==> src/rtl/cfg_shadow_pkg.sv <==
package cfg_shadow_pkg;
  // routing flags, bit order matches the 2-bit code {read, write}
  typedef struct packed {
    logic rd_int;
    logic wr_int;
  } route_t;

  typedef struct packed {
    logic ptr;
    logic win;
    logic a20;
    logic rst;
  } port_sel_t;
endpackage

==> src/rtl/cfg_io_decode.sv <==
module cfg_io_decode
  import cfg_shadow_pkg::*;
#(
  parameter logic [15:0] IO_BASE = 16'h00EC
) (
  input  logic [15:0] io_addr_i,
  output port_sel_t   sel_o
);
  localparam int unsigned NPORTS = 4;

  logic [NPORTS-1:0] hit;

  for (genvar p = 0; p < NPORTS; p++) begin : g_port
    assign hit[p] = (io_addr_i == IO_BASE + 16'(p));
  end

  assign sel_o = '{ptr: hit[0], win: hit[1], a20: hit[2], rst: hit[3]};
endmodule

==> src/rtl/cfg_regfile.sv <==
module cfg_regfile #(
  parameter logic [7:0]  ID_VALUE = 8'h90,
  parameter int unsigned REG_LO   = 1,
  parameter int unsigned REG_HI   = 36,
  parameter int unsigned SEG_IDX  = 13,
  parameter int unsigned NUM_SEGS = 6
) (
  input  logic                      clk_i,
  input  logic                      rst_ni,
  input  logic                      ptr_wr_i,
  input  logic                      win_wr_i,
  input  logic [7:0]                wdata_i,
  output logic [7:0]                ptr_o,
  output logic [7:0]                rdata_o,
  output logic [NUM_SEGS-1:0][7:0]  seg_cfg_o
);
  logic [7:0] ptr_q;
  logic [7:0] regs_q [REG_LO:REG_HI];

  always_ff @(posedge clk_i or negedge rst_ni) begin
    if (!rst_ni) ptr_q <= '0;
    else if (ptr_wr_i) ptr_q <= wdata_i;
  end

  // only the writable band is stored; other pointers decode to constants
  always_ff @(posedge clk_i or negedge rst_ni) begin
    if (!rst_ni) begin
      for (int i = REG_LO; i <= REG_HI; i++) regs_q[i] <= '0;
    end else if (win_wr_i) begin
      for (int i = REG_LO; i <= REG_HI; i++)
        if (ptr_q == 8'(i)) regs_q[i] <= wdata_i;
    end
  end

  always_comb begin
    rdata_o = '0;
    if (ptr_q == 8'h00) rdata_o = ID_VALUE;
    for (int i = REG_LO; i <= REG_HI; i++)
      if (ptr_q == 8'(i)) rdata_o = regs_q[i];
  end

  for (genvar g = 0; g < NUM_SEGS; g++) begin : g_seg
    assign seg_cfg_o[g] = regs_q[SEG_IDX+g];
  end

  assign ptr_o = ptr_q;
endmodule

==> src/rtl/shadow_lookup.sv <==
module shadow_lookup
  import cfg_shadow_pkg::*;
#(
  parameter int unsigned MEM_AW      = 20,
  parameter int unsigned SEG_AW      = 16,
  parameter int unsigned GRAN_AW     = 14,
  parameter int unsigned SHADOW_BASE = 32'h000A_0000,
  parameter int unsigned NUM_SEGS    = 6
) (
  input  logic [MEM_AW-1:0]         mem_addr_i,
  input  logic [NUM_SEGS-1:0][7:0]  seg_cfg_i,
  output route_t                    route_o
);
  localparam int unsigned TAG_W     = MEM_AW - SEG_AW;
  localparam int unsigned GSEL_W    = SEG_AW - GRAN_AW;
  localparam int unsigned FIRST_TAG = SHADOW_BASE >> SEG_AW;

  logic [TAG_W-1:0]  tag;
  logic [GSEL_W-1:0] gsel;
  logic [7:0]        seg_byte;
  logic [7:0]        shifted;
  logic              hit;

  assign tag  = mem_addr_i[MEM_AW-1:SEG_AW];
  assign gsel = mem_addr_i[SEG_AW-1:GRAN_AW];

  always_comb begin
    seg_byte = '0;
    hit      = 1'b0;
    for (int s = 0; s < NUM_SEGS; s++) begin
      if (tag == TAG_W'(FIRST_TAG + s)) begin
        seg_byte = seg_cfg_i[s];
        hit      = 1'b1;
      end
    end
    shifted = seg_byte >> {gsel, 1'b0};
    // below the shadow area everything is plain DRAM
    route_o = hit ? route_t'(shifted[1:0]) : '{rd_int: 1'b1, wr_int: 1'b1};
  end
endmodule

==> src/rtl/cfg_sys_ctrl.sv <==
module cfg_sys_ctrl (
  input  logic clk_i,
  input  logic rst_ni,
  input  logic a20_set_i,
  input  logic a20_clr_i,
  input  logic rst_req_i,
  output logic a20_en_o,
  output logic soft_rst_o
);
  always_ff @(posedge clk_i or negedge rst_ni) begin
    if (!rst_ni) begin
      a20_en_o   <= 1'b0;
      soft_rst_o <= 1'b0;
    end else begin
      if (a20_clr_i)      a20_en_o <= 1'b0;
      else if (a20_set_i) a20_en_o <= 1'b1;
      soft_rst_o <= rst_req_i;
    end
  end
endmodule

==> src/rtl/cfg_shadow_ctrl.sv <==
module cfg_shadow_ctrl
  import cfg_shadow_pkg::*;
#(
  parameter logic [15:0] IO_BASE     = 16'h00EC,
  parameter logic [7:0]  ID_VALUE    = 8'h90,
  parameter int unsigned REG_LO      = 1,
  parameter int unsigned REG_HI      = 36,
  parameter int unsigned SEG_IDX     = 13,
  parameter int unsigned MEM_AW      = 20,
  parameter int unsigned SEG_AW      = 16,
  parameter int unsigned GRAN_AW     = 14,
  parameter int unsigned SHADOW_BASE = 32'h000A_0000
) (
  input  logic              clk_i,
  input  logic              rst_ni,
  input  logic [15:0]       io_addr_i,
  input  logic [7:0]        io_wdata_i,
  input  logic              io_wr_i,
  input  logic              io_rd_i,
  output logic [7:0]        io_rdata_o,
  input  logic [MEM_AW-1:0] mem_addr_i,
  output logic              rd_int_o,
  output logic              wr_int_o,
  output logic              a20_en_o,
  output logic              soft_rst_o
);
  localparam int unsigned NUM_SEGS = ((2 ** MEM_AW) - SHADOW_BASE) >> SEG_AW;

  port_sel_t                sel;
  logic [7:0]               ptr;
  logic [7:0]               win_rdata;
  logic [NUM_SEGS-1:0][7:0] seg_cfg;
  route_t                   route;

  cfg_io_decode #(.IO_BASE(IO_BASE)) u_decode (
    .io_addr_i (io_addr_i),
    .sel_o     (sel)
  );

  cfg_regfile #(
    .ID_VALUE (ID_VALUE),
    .REG_LO   (REG_LO),
    .REG_HI   (REG_HI),
    .SEG_IDX  (SEG_IDX),
    .NUM_SEGS (NUM_SEGS)
  ) u_regs (
    .clk_i     (clk_i),
    .rst_ni    (rst_ni),
    .ptr_wr_i  (io_wr_i & sel.ptr),
    .win_wr_i  (io_wr_i & sel.win),
    .wdata_i   (io_wdata_i),
    .ptr_o     (ptr),
    .rdata_o   (win_rdata),
    .seg_cfg_o (seg_cfg)
  );

  shadow_lookup #(
    .MEM_AW      (MEM_AW),
    .SEG_AW      (SEG_AW),
    .GRAN_AW     (GRAN_AW),
    .SHADOW_BASE (SHADOW_BASE),
    .NUM_SEGS    (NUM_SEGS)
  ) u_lookup (
    .mem_addr_i (mem_addr_i),
    .seg_cfg_i  (seg_cfg),
    .route_o    (route)
  );

  cfg_sys_ctrl u_sys (
    .clk_i      (clk_i),
    .rst_ni     (rst_ni),
    .a20_set_i  (io_rd_i & sel.a20),
    .a20_clr_i  (io_wr_i & sel.a20),
    .rst_req_i  (io_rd_i & sel.rst),
    .a20_en_o   (a20_en_o),
    .soft_rst_o (soft_rst_o)
  );

  always_comb begin
    io_rdata_o = 8'hFF;
    if (io_rd_i) begin
      if (sel.ptr)      io_rdata_o = ptr;
      else if (sel.win) io_rdata_o = win_rdata;
    end
  end

  assign rd_int_o = route.rd_int;
  assign wr_int_o = route.wr_int;
endmodule

==> config.mk <==
export PLATFORM = sky130hd
export DESIGN_NAME = cfg_shadow_ctrl
export DESIGN_NICKNAME = d
export VERILOG_FILES = /design/src/rtl/cfg_shadow_pkg.sv /design/src/rtl/cfg_io_decode.sv /design/src/rtl/cfg_regfile.sv /design/src/rtl/shadow_lookup.sv /design/src/rtl/cfg_sys_ctrl.sv /design/src/rtl/cfg_shadow_ctrl.sv
export SDC_FILE = /design/constraint.sdc
export NUM_CORES = 1
export LEC_CHECK = 0
export BUFFER_PORTS_ARGS = -buffer_cell sky130_fd_sc_hd__buf_2
export CAP_MARGIN = 20
export CORE_ASPECT_RATIO = 0.7
export CORE_MARGIN = 1.5
export CORE_UTILIZATION = 35
export DETAILED_ROUTE_END_ITERATION = 6
export PLACE_DENSITY = 0.56
export SETUP_SLACK_MARGIN = 0.5
export SYNTH_ARGS = -nofsm -noshare
export SYNTH_HDL_FRONTEND = slang
export SYNTH_SLANG_ARGS = --single-unit
==> constraint.sdc <==
create_clock -name clk_i -period 3.3 [get_ports clk_i]
set_input_delay 0.495 -clock clk_i [delete_from_list [all_inputs] [get_ports clk_i]]
set_output_delay 0.495 -clock clk_i [all_outputs]
set_load 0.005 [all_outputs]
==> impl.org <==
** Run status
- The flow ran to the end, but the final reports show violations.
- Violated checks :: negative setup slack

** Global routing
- Met1 capacity usage during global routing :: 40.21%
- Entering global routing, the biggest net connects 89 pins.
- For this run, global-route usage on met3 was measured as 5.792%.
- GR Util met2 :: 33.13%
- Grt total ovfl :: 0
- Global routing used 24.94% of the available tracks across all layers.
- Most Crowded Layer GR :: met1
- The first global-routing pass estimated 84150 µm of wire.
- Vias in the first global route :: 12376
- The number of antenna violations at the first check in global routing came to 0.

** Setup path
- Among all stages on the critical path, the largest delay is contributed by sky130_fd_sc_hd__dfrtp_4.
- The worst setup path is of the reg -> out kind.
- STA classifies the critical path startpoint as a flop.
- STA classifies the critical path endpoint as an output port.
- In this run the worst path has a maximum fanout of 8.
- Required @ worst endpoint :: 2.80 ns
- Critical path data arrival time :: 3.58 ns
- Crit path largest cell delay :: 0.57 ns
- Crit-path cells :: buf_4, nor2b_2, buf_4, buf_4, a32oi_1, o32a_1, o211ai_1, o211ai_1, a31oi_1, buf_4, o211ai_1, o211ai_1, buf_2

** Placed design
- Placed cell count :: 2116
- Gpl congestion :: 0.9464
- IO Port Bufs :: 45
- DPL Wire Length :: 39410 µm

** Floorplan
- Pin placement for this block handled 60 I/O pins.
- Total Die Area :: 45720 µm²
- Die Y-Extent :: 179.4 µm
- From left edge to right edge, the die measures 254.9 µm.
- In this run the core area contains 64 standard-cell rows.
- Effective utilization at floorplan :: 35.57%
- The core region is 43720 µm².

** Detailed routing
- The routed design has 57260 µm of wire.
- Routed via count :: 13066
- For this run, the detailed router's first-pass iteration total came to 5.
- Iteration-0 DRC Markers :: 1508
- After detailed routing, the average wire length per cell comes to 25.83 µm.
- Remaining design rule violation count :: 0
- Using the TritonRoute via totals, the vias-per-cell ratio works out to 5.894.
- Remaining antenna violation count after routing :: 0

** Synthesis
- Ys async rst share :: 100.0%
- Mean instance size in the synthesized netlist :: 11.24 µm²
- For this run, the leading register cell type out of synthesis is sky130_fd_sc_hd__dfrtp_1.
- Synthesis inferred 298 register bits.
- Number of synthesized flops with an enable pin :: 0
- Combined area of all synthesized cells :: 15550 µm²
- When the netlist entered floorplanning its net count stood at 1431.
- The share of the Yosys chip area taken by registers is 47.96%.
- Synthesis handed over a netlist of 1383 instances.
- Distinct cells, synth :: 75
- Yosys Warn Count :: 0

** Clock tree
- After clock tree synthesis, the clock-pin slew on the worst setup and hold paths is 0.07 ns.
- TritonCTS built the clock tree.
- In this run the clock root is driven by a sky130_fd_sc_hd__clkbuf_16.
- Sink count of the clock tree :: 298
- In this run, CTS created clock tree buffers numbering 31.
- Source-to-sink clock delay at the later pin of the worst-skew pair :: 0.58 ns
- Buffer depth of the longest clock path :: 3
- Count of H-tree levels built during CTS :: 1

** Pwr
- Net Sw Power :: 0.001717 W
- IR Drop Worst-Case VDD :: 0.4094 mV
- Net switching is 23.15% of the power.
- Relative contribution of combinational cells to total power :: 3.2%
- For this design the static power due to leakage is 9.378 nW.
- Sequential cells account for 49.2% of the total power.
- For this design the ratio of total power to cell area is 375.3 nW/µm².
- Internal :: 0.005701 W
- Portion of total power attributed to the clock network :: 47.5%

** STA
- Count of final hold-check violations :: 0
- The routed design could run at a clock period as short as 4.073 ns.
- For this run, the top clock speed supported by timing is 245.5 MHz.
- Setup Skew :: 0.02054 ns
- Relative slew slack :: 28.59%
- Final count of negative-setup-slack endpoints :: 8
- Worst slew pin tran :: 1.071 ns
- Count of pins over their slew limit :: 0
- Part of the cycle the worst path needs :: 123.4%
- Smallest setup slack after layout :: -0.7731 ns
- Setup repair after global routing could not meet its margin everywhere.

** Layout
- Fill count :: 4112
- From synthesis to final layout, the design area changed by 27.12%.
- Final standard cell count with taps included and fillers excluded :: 2217
- Cells fill 45.21% of the core in the end.
- Share of layout cells above drive strength 1 :: 47.81%
- Final net count :: 1649
- # diodes :: 0

** Job
- Max capacitance violation total :: 0

** Min path
- The worst hold path belongs to the class in -> reg.
## power by group through the flow
stage	combinational (W)	sequential [W]	clock, W
detailed placement	0.000241	0.00372	0
finish	0.000240	0.00365	0.00353
global route	0.000264	0.00365	0.00375
CTS	0.000244	0.00365	0.00358
global placement	0.000237	0.00372	0
floorplan	0.0000726	0.00372	0
## cell families (layout without fill, tap and decap cells)
kind of cell	Yosys count	in the layout	share of synthesized area [%]
multiplexers	343	343	24.86
AND/OR/NAND/NOR	298	298	9.752
AO/OA/AOI/OAI	329	329	14.15
flip-flops	298	298	47.96
buffers and inverters	115	355	3.283
## cell type report
type,instances,area [µm²],area share [%]
flip-flops and latches,298,7467,37.77
clock inverters,13,123.9,0.6266
clock buffers,42,877.1,4.437
well taps,594,743.2,3.760
repair buffers,289,2359,11.93
inverters,11,41.29,0.2089
multi-input cells,970,8157,41.26
## registers in the layout, summed over array words and instances, names as in the netlist
register	flops
u_regs.regs_q	240
u_regs.seg_cfg_o	48
u_sys.soft_rst_o	1
u_regs.ptr_o	8
u_sys.a20_en_o	1
## per-layer routing
| layer | routed length, µm | up-vias |
|---|---|---|
| li1 | - | 5598 |
| met1 | 27880 | 6765 |
| met2 | 22540 | 625 |
| met3 | 5726 | 78 |
| met4 | 1109 | 0 |
| met5 | 0 | - |
## cells in the final DEF, fill, tap and decap left out, types with 8 or more instances in the layout
| cell type | n |
|---|---|
| sky130_fd_sc_hd__nand3_2 | 8 |
| sky130_fd_sc_hd__nor2_2 | 18 |
| sky130_fd_sc_hd__inv_1 | 11 |
| sky130_fd_sc_hd__clkbuf_16 | 31 |
| sky130_fd_sc_hd__o221ai_1 | 12 |
| sky130_fd_sc_hd__nand3_1 | 15 |
| sky130_fd_sc_hd__nand2_1 | 90 |
| sky130_fd_sc_hd__a221oi_1 | 9 |
| sky130_fd_sc_hd__o21ai_1 | 10 |
| sky130_fd_sc_hd__buf_4 | 204 |
| sky130_fd_sc_hd__buf_2 | 42 |
| sky130_fd_sc_hd__nor3_1 | 17 |
| sky130_fd_sc_hd__buf_6 | 25 |
| sky130_fd_sc_hd__mux2i_1 | 34 |
| sky130_fd_sc_hd__a31oi_1 | 12 |
| sky130_fd_sc_hd__dfrtp_1 | 294 |
| sky130_fd_sc_hd__a21oi_1 | 64 |
| sky130_fd_sc_hd__nor2_1 | 65 |
| sky130_fd_sc_hd__o22ai_1 | 21 |
| sky130_fd_sc_hd__o21ai_0 | 59 |
| sky130_fd_sc_hd__mux2_2 | 300 |
| sky130_fd_sc_hd__o211ai_1 | 18 |
| sky130_fd_sc_hd__clkinv_2 | 8 |
| sky130_fd_sc_hd__buf_12 | 14 |
| sky130_fd_sc_hd__a22oi_1 | 11 |
| sky130_fd_sc_hd__nor2_4 | 9 |
| sky130_fd_sc_hd__nor2b_1 | 10 |
## path summary, 6_finish.rpt
kind / from / to / slack (ns) / cells past startpoint
worst min-delay path: io_wr_i / u_sys.a20_en_o / 0.17 / 2
min in group asynchronous: rst_ni / u_regs.seg_cfg_o[20] / 0.51 / 2
max in group asynchronous: rst_ni / u_regs.regs_q[88] / 1.81 / 3
worst max-delay path: u_regs.ptr_o[1] / io_rdata_o[6] / -0.77 / 13
worst min register to register: u_regs.regs_q[282] / u_regs.regs_q[282] / 0.50 / 1
worst max register to register: u_regs.ptr_o[6] / u_regs.regs_q[43] / 0.51 / 9
## Yosys cell counts (all sizes together) (3+ instances only)
master,number,area share (%)
mux2,305,22
dfrtp,298,48
nand2,96,2.3
nor2,92,2.6
o21ai,76,2.4
a21oi,73,2.3
buf,57,1.9
clkbuf,47,1.1
mux2i,34,2.2
nor3,25,0.90
nand3,24,0.95
o22ai,23,0.93
o211ai,18,0.87
a31oi,16,0.64
o221ai,16,0.90
a221oi,14,0.79
nor2b,14,0.56
a22oi,13,0.63
inv,11,0.27
a211oi,9,0.43
nor4,9,0.69
nand2b,8,0.32
a21o,6,0.29
a221o,6,0.39
a211o,5,0.28
and3,5,0.20
o32a,5,0.32
or2,5,0.20
a311oi,4,0.23
a32oi,4,0.23
mux4,4,0.58
nand4,4,0.16
o31ai,4,0.19
o32ai,4,0.23
a222oi,3,0.19
a2bb2oi,3,0.17
and3b,3,0.17
o21a,3,0.14
or4b,3,0.19
## timing repair
| item | CTS | global route |
|---|---|---|
| pin swaps | 37 | 39 |
| buffers inserted | 25 | 20 |
| hold endpoints to repair | 83 | 0 |
| hold buffers | 1 | 0 |
| setup endpoints to repair | 40 | 25 |
| gates resized for setup | 99 | 65 |
## critical path, delay by kind of cell (launching register included)
| kind | cells | cell delay, ns |
|---|---|---|
| buf+inv | 5 | 0.86 |
| compound gates | 7 | 1.44 |
| simple gates | 1 | 0.12 |
| flops | 1 | 0.57 |
## through the flow
| stage | setup TNS, ns | hold WS (ns) | worst slack, ns | power, W | instance area, µm² |
|---|---|---|---|---|---|
| after floorplan | 0 | 0.1994 | 0.4966 | 0.003795 | 15570 |
| after global placement | -2.086 | 0.4719 | -0.5408 | 0.003958 | 17710 |
| after detailed placement | -2.271 | 0.4844 | -0.5309 | 0.003962 | 17710 |
| after CTS | -4.762 | 0.1516 | -0.7673 | 0.007477 | 19330 |
| after global routing | -5.208 | 0.1635 | -0.7972 | 0.007662 | 19770 |
| final | -4.668 | 0.1736 | -0.7731 | 0.007419 | 19770 |
No activity file was read; power rests on OpenSTA's default activity.
